$ cat src/rtl/dma_pkg.sv
package dma_pkg;
  typedef enum logic [1:0] {
    MODE_SEQ  = 2'd0,
    MODE_FIX  = 2'd1,
    MODE_RPT  = 2'd2
  } mode_e;

  typedef enum logic [1:0] {
    ST_IDLE = 2'd0,
    ST_RD   = 2'd1,
    ST_WR   = 2'd2,
    ST_ONE  = 2'd3
  } state_e;
endpackage

$ cat src/rtl/dma_tcount.sv
module dma_tcount #(
  parameter int CW  = 16,
  parameter int RCW = 8
) (
  input  logic          clk,
  input  logic          rst_n,
  input  logic          load,
  input  logic          cfg_rpt,
  input  logic [CW-1:0] cfg_cnt,
  input  logic          step,
  output logic          last
);
  localparam int TW = CW + 1;

  logic [TW-1:0] left_q, init_q, init_d;
  logic          rpt_q;

  always_comb begin
    if (cfg_rpt)
      init_d = (cfg_cnt[RCW-1:0] == '0) ? (TW'(1) << RCW) : TW'(cfg_cnt[RCW-1:0]);
    else
      init_d = (cfg_cnt == '0) ? (TW'(1) << CW) : TW'(cfg_cnt);
  end

  always_ff @(posedge clk) begin
    if (!rst_n) begin
      left_q <= '0;
      init_q <= '0;
      rpt_q  <= 1'b0;
    end else if (load) begin
      left_q <= init_d;
      init_q <= init_d;
      rpt_q  <= cfg_rpt;
    end else if (step) begin
      if (left_q == TW'(1))
        left_q <= rpt_q ? init_q : '0;
      else
        left_q <= left_q - TW'(1);
    end
  end

  assign last = (left_q == TW'(1));
endmodule

$ cat src/rtl/dma_maddr.sv
module dma_maddr #(
  parameter int AW = 24
) (
  input  logic          clk,
  input  logic          rst_n,
  input  logic          load,
  input  logic [AW-1:0] cfg_addr,
  input  logic          step,
  input  logic          move,
  input  logic          reload,
  input  logic          word,
  input  logic          dec,
  output logic [AW-1:0] cur
);
  logic [AW-1:0] base_q, cur_q, inc;

  assign inc = word ? AW'(2) : AW'(1);

  always_ff @(posedge clk) begin
    if (!rst_n) begin
      base_q <= '0;
      cur_q  <= '0;
    end else if (load) begin
      base_q <= cfg_addr;
      cur_q  <= cfg_addr;
    end else if (step) begin
      if (reload)
        cur_q <= base_q;
      else if (move)
        cur_q <= dec ? cur_q - inc : cur_q + inc;
    end
  end

  assign cur = cur_q;
endmodule

$ cat src/rtl/dma_chan.sv
module dma_chan
  import dma_pkg::*;
#(
  parameter int AW  = 24,
  parameter int IOW = 16,
  parameter int DW  = 16,
  parameter int CW  = 16,
  parameter int RCW = 8,
  parameter logic [AW-IOW-1:0] IO_PAGE = '1
) (
  input  logic           clk,
  input  logic           rst_n,
  input  logic           cfg_load,
  input  logic [AW-1:0]  cfg_mem_addr,
  input  logic [IOW-1:0] cfg_io_addr,
  input  logic [CW-1:0]  cfg_count,
  input  logic [1:0]     cfg_mode,
  input  logic           cfg_word,
  input  logic           cfg_dec,
  input  logic           cfg_single,
  input  logic           cfg_io_src,
  input  logic           req,
  output logic           bus_valid,
  input  logic           bus_ready,
  output logic [AW-1:0]  bus_addr,
  output logic           bus_write,
  output logic           bus_word,
  output logic [DW-1:0]  bus_wdata,
  input  logic [DW-1:0]  bus_rdata,
  output logic           dack,
  output logic           active,
  output logic           done
);
  localparam int BW = DW / 2;

  mode_e          mode_q;
  state_e         st_q;
  logic           word_q, dec_q, single_q, io_src_q;
  logic [IOW-1:0] io_q;
  logic           en_q, pend_q, done_q;
  logic [DW-1:0]  buf_q;
  logic [AW-1:0]  mem_cur, mem_a, io_full;
  logic           hs, xfer_end, start, last, is_rpt;

  assign hs       = bus_valid & bus_ready;
  assign xfer_end = hs & ((st_q == ST_WR) | (st_q == ST_ONE));
  assign start    = en_q & (st_q == ST_IDLE) & (pend_q | req);
  assign is_rpt   = (mode_q == MODE_RPT);

  dma_tcount #(.CW(CW), .RCW(RCW)) cnt_i (
    .clk(clk), .rst_n(rst_n), .load(cfg_load),
    .cfg_rpt(cfg_mode == MODE_RPT), .cfg_cnt(cfg_count),
    .step(xfer_end), .last(last)
  );

  dma_maddr #(.AW(AW)) addr_i (
    .clk(clk), .rst_n(rst_n), .load(cfg_load), .cfg_addr(cfg_mem_addr),
    .step(xfer_end), .move(mode_q != MODE_FIX), .reload(is_rpt & last),
    .word(word_q), .dec(dec_q), .cur(mem_cur)
  );

  always_ff @(posedge clk) begin
    if (!rst_n) begin
      mode_q   <= MODE_SEQ;
      word_q   <= 1'b0;
      dec_q    <= 1'b0;
      single_q <= 1'b0;
      io_src_q <= 1'b0;
      io_q     <= '0;
      en_q     <= 1'b0;
      pend_q   <= 1'b0;
      done_q   <= 1'b0;
      st_q     <= ST_IDLE;
      buf_q    <= '0;
    end else begin
      done_q <= 1'b0;
      if (cfg_load) begin
        mode_q   <= mode_e'(cfg_mode);
        word_q   <= cfg_word;
        dec_q    <= cfg_dec;
        single_q <= cfg_single;
        io_src_q <= cfg_io_src;
        io_q     <= cfg_io_addr;
        en_q     <= 1'b1;
        pend_q   <= 1'b0;
        st_q     <= ST_IDLE;
      end else begin
        if (start)
          pend_q <= pend_q & req;
        else if (req & en_q)
          pend_q <= 1'b1;

        if (xfer_end & last & !is_rpt) begin
          en_q   <= 1'b0;
          done_q <= 1'b1;
        end

        case (st_q)
          ST_IDLE: if (start) st_q <= single_q ? ST_ONE : ST_RD;
          ST_RD: if (hs) begin
            buf_q <= word_q ? bus_rdata : {{(DW-BW){1'b0}}, bus_rdata[BW-1:0]};
            st_q  <= ST_WR;
          end
          default: if (hs) st_q <= ST_IDLE;
        endcase
      end
    end
  end

  assign io_full = {IO_PAGE, io_q};
  assign mem_a   = word_q ? {mem_cur[AW-1:1], 1'b0} : mem_cur;

  always_comb begin
    bus_addr  = '0;
    bus_write = 1'b0;
    bus_wdata = '0;
    dack      = 1'b0;
    case (st_q)
      ST_RD: bus_addr = io_src_q ? io_full : mem_a;
      ST_WR: begin
        bus_addr  = io_src_q ? mem_a : io_full;
        bus_write = 1'b1;
        bus_wdata = buf_q;
      end
      ST_ONE: begin
        bus_addr  = mem_a;
        bus_write = io_src_q;
        dack      = 1'b1;
      end
      default: ;
    endcase
  end

  assign bus_valid = (st_q != ST_IDLE);
  assign bus_word  = word_q;
  assign active    = en_q;
  assign done      = done_q;
endmodule

$ cat config.mk
export PLATFORM = sky130hd
export DESIGN_NAME = dma_chan
export DESIGN_NICKNAME = d
export VERILOG_FILES = /design/src/rtl/dma_pkg.sv /design/src/rtl/dma_tcount.sv /design/src/rtl/dma_maddr.sv /design/src/rtl/dma_chan.sv
export SDC_FILE = /design/constraint.sdc
export NUM_CORES = 1
export LEC_CHECK = 0
export ABC_AREA = 1
export BUFFER_PORTS_ARGS = -buffer_cell sky130_fd_sc_hd__buf_2
export CAP_MARGIN = 10
export CORE_AREA = 2 2 118 120
export CTS_CLUSTER_DIAMETER = 60
export DETAILED_ROUTE_END_ITERATION = 10
export DIE_AREA = 0 0 120 122
export GPL_ROUTABILITY_DRIVEN = 0
export GPL_TIMING_DRIVEN = 0
export PLACE_DENSITY = 0.8
export SKIP_CTS_REPAIR_TIMING = 1
export SYNTH_ARGS = -nofsm -noshare
export SYNTH_HDL_FRONTEND = slang
export SYNTH_SLANG_ARGS = --single-unit
$ cat constraint.sdc
create_clock -name clk -period 6.4 [get_ports clk]
set_input_delay 0.96 -clock clk [delete_from_list [all_inputs] [get_ports clk]]
set_output_delay 0.96 -clock clk [all_outputs]
set_load 0.03 [all_outputs]
### Word-level counts from Yosys, hierarchy flattened

Index checks and enable logic that the tools add are counted.

* register bits: 126
* bits of input ports: 83
* logic and storage cells: 86

* add/sub/neg operators: 3
* eq/ne operators: 9
* mux-type cells: 31
* bitwise gates (word level): 13
* reduce and logical (&&, ||, !) cells: 14

Operators by type and width (count)
* $mux 24: 7
* $mux 17: 6
* $pmux 24 s3: 1
* $mux 16: 2
* $add 24x2->24: 1
* $sub 24x2->24: 1
* $eq 17x1->1 const B: 1
* $sub 17x1->17 const B: 1
* $logic_not 16->1: 1
* $mux 2: 5
* $reduce_bool 2->1: 5
* $and 1x1->1: 9
* $mux 9: 1
* $eq 2x2->1 const B: 4
* $logic_not 8->1: 1
* $mux 1: 7
* $reduce_and 3->1: 2
* $ne 2x2->1 const B: 2
* $pmux 2 s2: 1
* $reduce_bool 3->1: 1
* $eq 2x1->1 const B: 1
* $logic_not 2->1: 1
* $ne 2x1->1 const B: 1
* $not 1->1: 2
* other kinds (5): 6

### Longest topological paths before layout

* word-level depth: 7
* mapped depth: 15

### Hierarchy

Synthesis repeated with hierarchy kept, for this count alone.

* cell total of the unflattened synthesis: 1320
* area total of the unflattened synthesis: 8195.4 µm²

By module, submodules not included
* dma_maddr: instances 1, cells each 628, area each 3701.0 µm²
* dma_chan: instances 1, cells each 350, area each 2292.2 µm²
* dma_tcount: instances 1, cells each 342, area each 2202.1 µm²

### Worst setup path before layout

No wires, ideal clock.

* kind: flip-flop to output port
* start point: register st_q[1]
* end point: output bus_addr[0]
* data arrival time: 1.737 ns
* data required time: 5.440 ns
* path slack: 3.703 ns
* stages on the path, launching flop included: 3
* buffers on the path: 0
* path through: dfxtp_1 o21ai_0 o311ai_0

* longest elaborated chain between the ends: 2
* elaborated cells on any way between the ends: 4
* classes of those cells: eq/ne: 3; mux: 1

RTL lines
* start, declared: line dma_chan.sv:37 `state_e st_q;`
* start signal, assigned: line dma_chan.sv:99 `ST_IDLE: if (start) st_q <= single_q ? ST_ONE : ST_RD;`
* $eq 2x2->1 or $eq 2x1->1 (tied branches): line dma_chan.sv:118 `case (st_q)`
* $pmux 24 s3 (*): line dma_chan.sv:118
* end, declared: line dma_chan.sv:25 `output logic [AW-1:0] bus_addr,`

Every way passes the cells marked *; elsewhere a longest branch is shown, timed or not.

### Worst setup path in the final report

* start point: register st_q[1]
* end point: output bus_wdata[8]

* longest elaborated chain between the ends: 2

RTL lines
* $eq 2x2->1: line dma_chan.sv:118
* $mux 16: line dma_chan.sv:118
* end, declared: line dma_chan.sv:28 `output logic [DW-1:0] bus_wdata,`

No other way between the ends.

==> run_results.csv <==
group,metric,value,unit
run_status,outcome,"finished clean",
sta,fin_crit_sh,55.7,%
worst_hold_path,holdPathEnd,"buf_q[2]",
power,pwr_density_cell,239,nW/um^2
synthesis,synth_area_leader_cell,"dfxtp_1",
sta,fin_tns_setup,0,ns
global_route,grt_overflow,0,
clocking,clk_latency,0.42,ns
synthesis,syn_inst,1250,
worst_setup_path,start_kind,"flip-flop",
synthesis,synth_top_area_share,31.8,%
synthesis,synth_area_per_cell,6.34,sq um
clocking,clk_pin_slew,0.06,ns
global_route,grt_pass1_vias,8039,
synthesis,synth_warnings,0,
routing,drt-total-wl,25000,microns
global_route,grtUsageTotal,34.3,%
place,hpwlAfterDp,19100,microns
power,p_leak,4.53,nW
synthesis,mappedNetlistArea,7920,sq um
floorplan,core,13500,sq um
worst_hold_path,min_path_type,"reg2reg",
worst_setup_path,critPathCaptureType,"output pin",
sta,worstMarginPinSlew,1.04,ns
sta,holdWs,0.454,ns
global_route,grt_pass1_wl,39500,microns
synthesis,synthFlopType,"dfxtp_1",
worst_setup_path,r2r_end,"addr_i.cur[16]",
flow_run,cap_violations,0,
sta,max_slew_margin,30.8,%
sta,finalCriticalPeriod,3.57,ns
synthesis,synth_seq_cells,126,
routing,drc,0,
routing,met1_length,10500,microns
final_layout,drive_gt1_share,14.3,%
sta,setup_viol,0,
worst_setup_path,crit_type,"reg2out",
final_layout,final_nets,1506,
worst_hold_path,hold_depth,2,
sta,rsz0062_at_grt,"false",
routing,wl_met3,1990,microns
sta,fin_ws,2.83,ns
power,seq_power_share,39.4,%
synthesis,synth-edff-count,0,
worst_setup_path,crit_arrival,2.61,ns
final_layout,postLayoutCoreUtil,69.2,%
final_layout,area_delta_synth_final,17.9,%
sta,hold_viol,0,
routing,via_per_inst,5.61,
clocking,numCtsBuffers,17,
floorplan,dieWidth,120,microns
routing,wl_per_cell,15.7,microns
synthesis,yosys.cell_count.top_type,"nand2_1",
synthesis,synth.distinct_cells,41,
worst_hold_path,hp-start,"buf_q[2]",
place,place_ws,3.43,ns
global_route,grt_max_degree,24,
sta,fin_skew,0.00713,ns
power,clkPwrFrac,40.6,%
worst_setup_path,critPathMaxFanout,10,
place,numPortBuffers,128,
power,p_comb_share,19.9,%
worst_setup_path,r2r_slack,3.37,ns
worst_setup_path,r2r_cells,13,
floorplan,io_pins,129,
clocking,clockBufferDepth,2,
final_layout,fillCellCount,1266,
synthesis,synthArstFlopShare,0,%
power,internal-power,1.52,mW
power,vdd_drop_max,272,uV
routing,top_layer_used,"met4",
synthesis,ys_seq_area_share,31.8,%
routing,first_pass_iters,8,
clocking,clock_sinks,126,
floorplan,initial_utilization,58.7,%
power,p_sw,0.711,mW
worst_setup_path,reg2reg_from,"dec_q",
clocking,cts_tree,"yes",
clocking,htreeDepth,4,
global_route,antenna_found_initial,0,
routing,route.met2.wl,11400,microns
sta,drv_slew,0,
worst_setup_path,worstPathRequired,5.44,ns
synthesis,synth.area.top_cells,"dfxtp_1, nand2_1, inv_1, o21ai_0, a21oi_1",
routing,vias,8922,
clocking,root_buffer,"clkbuf_16",
synthesis,syn_nets,1359,
synthesis,synth.top_cells.by_count,"nand2_1, inv_1, o21ai_0",
routing,drtIter0Drc,676,
sta,fmax,280,MHz
floorplan,dieArea,14600,sq um
power,switching_share,31.9,%
floorplan,die_h,122,microns
routing,postRouteAntennaNets,0,
floorplan,num_rows,43,
critical path: stages (launching register included):
cell and delay, ns:
dfxtp_1 0.50, inv_1 0.10, nor2_1 0.47, clkinv_1 0.40, clkbuf_1 0.32, nor2_1 0.17
buf_2 0.22
power groups by stage:
stage	Combinational (mW)	Sequential, mW	Clock, mW
2_1_floorplan	0.307	0.879	0
3_3_place_gp	0.424	0.892	0
5_1_grt	0.498	0.883	0.935
3_5_place_dp	0.431	0.893	0
4_1_cts	0.436	0.877	0.900
6_report	0.445	0.879	0.906
cell type report:
| cell class | instances | area (sq um) | share of cell area, % |
|---|---|---|---|
| Multi-Input combinational cell | 884 | 4470 | 47.8 |
| Sequential cell | 126 | 2520 | 27.0 |
| Inverter | 186 | 698 | 7.47 |
| Timing Repair Buffer | 128 | 641 | 6.86 |
| Clock buffer | 19 | 433 | 4.63 |
| Buffer | 54 | 236 | 2.53 |
| Tap cell | 180 | 225 | 2.41 |
| Clock inverter | 13 | 116 | 1.25 |
| Antenna cell | 1 | 2.50 | 0.0268 |
metal layers:
layer | vias up | track usage (%)
li1 | 4411 | -
met1 | 4042 | 43.2
met2 | 392 | 57.0
met3 | 77 | 5.43
met4 | 0 | 17.5
met5 | - | 0
flip-flops by register name, indices dropped and copies added, names as in the netlist:
register	cells
active	1
addr_i.base_q	24
addr_i.cur	24
buf_q	16
bus_word	1
cnt_i.init_q	17
cnt_i.left_q	17
cnt_i.rpt_q	1
dec_q	1
done	1
io_q	16
io_src_q	1
mode_q	2
pend_q	1
single_q	1
st_q	2
layout by cell type (no fill, tap or decap), types with 3 or more instances in the layout:
cell type	count
buf_1	4
ha_1	25
clkbuf_1	40
xor2_1	10
o211ai_1	3
o221ai_1	16
buf_2	137
clkinvlp_4	3
a21oi_1	123
inv_1	181
a21o_1	3
nand2_1	263
nand2_4	3
inv_2	3
a211oi_1	9
dfxtp_1	126
nor2_2	6
nor2_1	125
clkinv_2	4
buf_6	3
o21ai_1	9
nand3_2	8
nand3_1	89
clkinv_4	3
nand2_2	4
clkbuf_16	17
o21bai_1	3
o21ai_0	130
nand3b_1	3
nor3_1	6
a31oi_1	13
nor4_1	3
o22ai_1	3
nand4_1	12
worst max-delay path by stage:
stage	endpoint	cells after the start	start	slack, ns
final	bus_wdata[8]	6	st_q[1]	2.83
after global routing	bus_addr[5]	6	io_src_q	2.68
after CTS	bus_addr[6]	6	io_src_q	2.95
after detailed placement	bus_addr[6]	6	io_src_q	3.43
after global placement	bus_wdata[8]	6	st_q[1]	3.44
after floorplan	bus_addr[0]	2	st_q[1]	3.70
metrics by stage:
stage	area [sq um]	cells	total power, mW
floorplan	7920	1250	1.19
global placement	8790	1558	1.32
detailed placement	8790	1558	1.32
CTS	9340	1590	2.21
global route	9340	1590	2.32
finish	9340	1591	2.23
logic make-up after synthesis:
family                   Yosys count  synth area share, %
XOR/XNOR                          12                 1.33
adder cells (fa/ha/maj)           26                 4.20
AND/OR/NAND/NOR                  527                 28.8
flip-flops                       126                 31.8
buffers and inverters            240                 11.8
AO/OA/AOI/OAI                    319                 22.0
Note: power is estimated with default switching activity, not from simulation.
